==> config.mk <==
export PLATFORM = sky130hd
export DESIGN_NAME = fifo_core_harness
export DESIGN_NICKNAME = d
export VERILOG_FILES = /design/src/rtl/harness_pkg.sv /design/src/rtl/hs_in_gate.sv /design/src/rtl/hs_out_slot.sv /design/src/rtl/fifo_core_harness.sv
export SDC_FILE = /design/constraint.sdc
export NUM_CORES = 1
export LEC_CHECK = 0
export BUFFER_PORTS_ARGS = -buffer_cell sky130_fd_sc_hd__clkbuf_2
export CORE_MARGIN = 1
export CORE_UTILIZATION = 42
export DETAILED_ROUTE_END_ITERATION = 10
export GPL_TIMING_DRIVEN = 0
export PLACE_DENSITY_LB_ADDON = 0.08
export SYNTH_ARGS = -nofsm -noshare
export SYNTH_HDL_FRONTEND = slang
export SYNTH_SLANG_ARGS = --single-unit
==> constraint.sdc <==
create_clock -name clk -period 1.1 [get_ports clk]
set_input_delay 0.055 -clock clk [delete_from_list [all_inputs] [get_ports clk]]
set_output_delay 0.055 -clock clk [all_outputs]
set_load 0.01 [all_outputs]
==> src/rtl/harness_pkg.sv <==
package harness_pkg;
    // Controller state: RUN when no output write is held, DRAIN while any lane holds one.
    typedef enum logic {
        ST_RUN   = 1'b0,
        ST_DRAIN = 1'b1
    } hstate_e;
endpackage

==> src/rtl/hs_in_gate.sv <==
module hs_in_gate #(
    parameter int N_IN      = 2,
    parameter int HANDSHAKE = 1
) (
    input  logic            clk,
    input  logic            rst,
    input  logic [N_IN-1:0] in_empty,
    input  logic            core_rfi,
    input  logic            drain,
    output logic [N_IN-1:0] in_pop,
    output logic            take
);
    logic rfi_q;
    logic all_ready;

    assign all_ready = ~(|in_empty);

    // Last cycle's ready-for-input; reset value models "ready" on the first iteration.
    always_ff @(posedge clk) begin
        if (rst) rfi_q <= 1'b1;
        else     rfi_q <= core_rfi;
    end

    generate
        if (HANDSHAKE != 0) begin : g_hs
            assign take = rfi_q & all_ready;
        end else begin : g_plain
            assign take = all_ready & ~drain;
        end
    endgenerate

    assign in_pop = {N_IN{take}};

    // pops are all-or-none
    a_r6_pop_all_or_none: assert property (@(posedge clk) disable iff (rst)
        (in_pop == '0) || (in_pop == '1));
    // never pop while some input FIFO is empty
    a_r4_no_pop_on_empty: assert property (@(posedge clk) disable iff (rst)
        (|in_pop) |-> !(|in_empty));
    // plain mode stays idle on the input side while draining
    a_r3_no_pop_in_drain: assert property (@(posedge clk) disable iff (rst)
        (HANDSHAKE == 0 && drain) |-> (in_pop == '0));
endmodule

==> src/rtl/hs_out_slot.sv <==
module hs_out_slot #(
    parameter int W = 8
) (
    input  logic         clk,
    input  logic         rst,
    input  logic         accept,
    input  logic         full,
    input  logic [W-1:0] core_word,
    output logic         push,
    output logic [W-1:0] word,
    output logic         pending
);
    logic         pend_q;
    logic [W-1:0] held_q;

    always_ff @(posedge clk) begin
        if (rst) begin
            pend_q <= 1'b0;
            held_q <= '0;
        end else if (accept && full) begin
            pend_q <= 1'b1;
            held_q <= core_word;
        end else if (pend_q && !full) begin
            pend_q <= 1'b0;
        end
    end

    assign push    = (pend_q | accept) & ~full;
    assign word    = pend_q ? held_q : core_word;
    assign pending = pend_q;

    // never push into a full FIFO
    a_r8_no_push_when_full: assert property (@(posedge clk) disable iff (rst)
        push |-> !full);
    // a blocked held word is kept for the next try
    a_r8_retry_kept: assert property (@(posedge clk) disable iff (rst)
        (pend_q && full) |=> (pend_q && $stable(held_q)));
    // a lane that has written is not written again until a new accept
    a_r9_no_rewrite: assert property (@(posedge clk) disable iff (rst)
        (pend_q && !full) |=> (!pend_q && (push == accept && push)) || !push);
endmodule

==> src/rtl/fifo_core_harness.sv <==
module fifo_core_harness
    import harness_pkg::*;
#(
    parameter int N_IN      = 2,
    parameter int N_OUT     = 2,
    parameter int W         = 8,
    parameter int HANDSHAKE = 1
) (
    input  logic               clk,
    input  logic               rst,
    input  logic [N_IN-1:0]    in_empty,
    input  logic [N_IN*W-1:0]  in_data,
    output logic [N_IN-1:0]    in_pop,
    input  logic [N_OUT-1:0]   out_full,
    output logic [N_OUT-1:0]   out_push,
    output logic [N_OUT*W-1:0] out_data,
    output logic               core_run,
    output logic               core_in_valid,
    output logic [N_IN*W-1:0]  core_in_data,
    input  logic               core_rfi,
    input  logic               core_out_valid,
    input  logic [N_OUT*W-1:0] core_out_data,
    output logic               core_rfo
);
    hstate_e          state_q, state_d;
    logic             take;
    logic             drain;
    logic             accept;
    logic [N_OUT-1:0] pend;

    assign drain = (state_q == ST_DRAIN);

    hs_in_gate #(.N_IN(N_IN), .HANDSHAKE(HANDSHAKE)) u_in_gate (
        .clk      (clk),
        .rst      (rst),
        .in_empty (in_empty),
        .core_rfi (core_rfi),
        .drain    (drain),
        .in_pop   (in_pop),
        .take     (take)
    );

    generate
        for (genvar j = 0; j < N_OUT; j++) begin : g_slot
            hs_out_slot #(.W(W)) u_slot (
                .clk       (clk),
                .rst       (rst),
                .accept    (accept),
                .full      (out_full[j]),
                .core_word (core_out_data[j*W +: W]),
                .push      (out_push[j]),
                .word      (out_data[j*W +: W]),
                .pending   (pend[j])
            );
        end
    endgenerate

    // State register
    always_ff @(posedge clk) begin
        if (rst) state_q <= ST_RUN;
        else     state_q <= state_d;
    end

    // Next state: spill on a blocked accept, clear when no held word stays blocked
    always_comb begin
        state_d = state_q;
        unique case (state_q)
            ST_RUN:   if (accept && (|out_full))  state_d = ST_DRAIN;
            ST_DRAIN: if (!(|(pend & out_full)))  state_d = ST_RUN;
            default:  state_d = ST_RUN;
        endcase
    end

    // Outputs
    always_comb begin
        core_rfo      = (state_q == ST_RUN);
        core_in_valid = take;
        core_in_data  = in_data;
        core_run      = (HANDSHAKE != 0) ? 1'b1 : take;
        accept        = core_out_valid && (state_q == ST_RUN) &&
                        ((HANDSHAKE != 0) || take);
    end

    // ready-for-output is low whenever any lane holds a word
    a_r9_rfo_low_while_held: assert property (@(posedge clk) disable iff (rst)
        (|pend) |-> !core_rfo);
    // the drain state always has a lane holding data
    a_r9_drain_has_pending: assert property (@(posedge clk) disable iff (rst)
        (state_q == ST_DRAIN) |-> (|pend));
    // a blocked accept drops ready-for-output on the next cycle
    a_r8_rfo_drops: assert property (@(posedge clk) disable iff (rst)
        (core_rfo && core_out_valid && core_run && (|out_full)) |=> !core_rfo);
    // no push without a valid result or held word
    a_r7_push_needs_cause: assert property (@(posedge clk) disable iff (rst)
        (!core_out_valid && !(|pend)) |-> (out_push == '0));
    // handshake core runs every cycle
    a_r5_hs_runs: assert property (@(posedge clk) disable iff (rst)
        (HANDSHAKE != 0) |-> core_run);
endmodule

==> out/qor.txt <==
Routability Congestion = 0.732
Simple logic cell fraction of the synthesized area = 0.208
Max cap viols = 0
Vias per std cell = 4.89
Clock sinks = 20
Setup Crit Path Kind = reg -> out
Post-synthesis sequential area ratio = 0.317
Fin nets = 258
Clock latency on the worst-skew pair = 0.31 ns
Largest family of logic cells by synthesized area = multiplexers
Vias in the first global route = 1165
Post-synthesis register bit count = 20
Final setup viols = 20
# rows = 19
P per Cell Area = 979 mW/mm^2
Worst R2R Setup Slack = 0.05 ns
Total CTS buffers = 3
Syn-to-layout area delta = 63.9%
Final WS setup = -0.223 ns
Max stage delay on crit path = 0.37 ns
Total GRT Usage = 0.197
Final HPWL DP = 1950 um
Die height = 56.9 um
Clock buffer depth = 2
I/O pin count = 79
Post-Syn Area = 0.00126 mm^2
Critical Path RT = 1.04 ns
Worst hold-check path type = in -> reg
LEAKAGE = 0.992 nW
Routed WL per cell = 12.6 um
Post-route ant nets = 0
CP Buf/Inv Count = 2
Pin count of the biggest net entering global routing = 13
Total inserted antenna cells = 0
Hold Slack = 0.00153 ns
Synth Area in Compound Gates = 0.0307
Share of cells above drive strength 1 = 0.558
Initial Util = 0.451
Slowest-stage cell, CP = dfxtp_2
Xor/xnor share of the synthesized area = 0
Die width = 56.9 um
Total die area = 0.00324 mm^2
Global-route wire length before repair = 5040 um
Vias = 1212
Outcome = finished, violations left
Mapped Cells = 133
Failing checks = design-rule violations, negative setup slack
Finished Core Util = 0.739
Worst EP arrival = 1.27 ns
Crit-path cells = buf_6 > mux2_4 > buf_6
Starting DRT DRC Count = 39
Critical path peak fanout = 5
Placed Cells = 224
Syn Area/Cell = 9.51 um^2
DRC viols = 14
Hold Violations, Final = 0
Warnings, synthesis = 0
Crit. End Element = output port
Post-Layout Cell Count = 248
Mapped Nets = 173
Setup crit start kind = register
Final period util = 1.20
Core area = 0.00281 mm^2
Final Instance Area = 0.00207 mm^2
Initial antenna violation count = 0
H-tree levels = 1
Slew Viols, Final = 0
Peak Freq = 756 MHz
Min cycle time layout = 1.32 ns
Post-synthesis cell type count = 17
Drt total wl = 3130 um
PortBufs = 60
CP most frequent cell = buf_6
Dpl cell area = 0.00160 mm^2
VDD IR max = 0.897 mV
DR pass1 iterations = 7
Mux contribution to synthesized area = 0.269
Post-Synth Adder-Cell Area = 0
Clock skew = 0.0112 ns
Overflow after GRT = 0
CTS tree = built
Top Family by Delay on Critical Path = flip-flops
CTS Root Cell = clkbuf_4
Clk slew on worst S/H paths = 0.13 ns
RSZ-0062 raised after global routing = true
==> report_power, final <==
group	leakage (nW)	total, mW	switching [mW]	internal, mW
Combinational	0.799	0.624	0.236	0.388
Clock	0.0279	0.618	0.249	0.368
Sequential	0.165	0.787	0.0232	0.764
Total	0.992	2.03	0.508	1.52
==> final timing paths <==
path | from | end | cells past startpoint
max | g_slot[0].u_slot.pending | out_data[7] | 3
min | core_out_data[13] | g_slot[1].u_slot.held_q[5] | 3
max reg2reg | drain | g_slot[1].u_slot.held_q[6] | 3
min reg2reg | g_slot[0].u_slot.held_q[6] | g_slot[0].u_slot.held_q[6] | 2
==> registers in the layout (all words and copies together), names as in the netlist <==
signal / flops
drain: 1
g_slot.u_slot.held_q: 16
g_slot.u_slot.pending: 2
u_in_gate.rfi_q: 1
==> cell usage after synthesis <==
library cell	n	share of area
a22oi_1	1	0.0059
o22ai_1	1	0.0049
nor3b_1	1	0.0059
mux2i_1	16	0.13
inv_1	3	0.0089
buf_2	4	0.016
dfxtp_1	20	0.32
and3b_1	2	0.014
mux2_2	16	0.14
o21ai_0	1	0.0040
clkbuf_1	2	0.0059
buf_4	21	0.12
buf_6	2	0.018
or2_1	2	0.0099
conb_1	1	0.0030
a21oi_1	4	0.016
nand2b_1	36	0.18
==> metrics by stage <==
stage	total power, mW	setup slack [ns]	TNS, ns
finish	2.03	-0.223	-3.66
global placement	1.24	0.0251	0
global route	2.11	-0.257	-4.47
CTS	1.98	-0.227	-3.75
floorplan	1.09	0.133	0
detailed placement	1.25	0.00247	0
==> cells in the final DEF, fill, tap and decap left out, drive strengths merged <==
master,netlist,layout
a21oi,4,4
a22oi,1,1
and3b,2,2
buf,27,50
bufinv,0,1
clkbuf,2,47
conb,1,1
dfxtp,20,20
dlygate4sd3,0,15
inv,3,3
mux2,16,16
mux2i,16,16
nand2b,36,36
nor3b,1,1
o21ai,1,1
o22ai,1,1
or2,2,2
==> layer usage <==
metal | up-vias | GRT usage | routed length, um
met1 | 564 | 0.226 | 1300
met4 | 0 | 0.0314 | 31
met3 | 4 | 0.0599 | 262
met5 | - | 0 | 0
met2 | 64 | 0.361 | 1530
li1 | 580 | - | -
==> worst reg2reg max path: cells and delay by family (launching register included) <==
kind                   cells  cell delay, ns
multiplexers               1            0.23
AND/OR/NAND/NOR            1            0.23
buffers and inverters      1            0.16
flip-flops                 1            0.36
==> cells by family (layout without fill, tap and decap cells) <==
kind of cell | Yosys count | in the layout
buf+inv | 32 | 116
flops | 20 | 20
simple gates | 41 | 41
other cells | 1 | 1
mux | 32 | 32
compound gates | 7 | 7
==> repair_timing <==
| item | 4_1_cts | 5_1_grt |
|---|---|---|
| hold buffers | 15 | 0 |
| hold endpoints to repair | 15 | 0 |
| pin swaps | 2 | 2 |
| gates cloned | 2 | 0 |
| setup endpoints to repair | 21 | 21 |
| resized for setup | 39 | 31 |
| buffers inserted | 3 | 2 |
==> area by class of cell <==
cell class / count / area, um^2
sequential: 20 / 404
timing repair buffer: 82 / 624
inverter: 3 / 16.3
fill: 203 / 732
buffer: 27 / 205
multi-input combinational: 81 / 732
tap: 31 / 38.8
clock buffer: 3 / 22.5
clock inverter: 1 / 30.0
(Power assumes the default switching activity.)
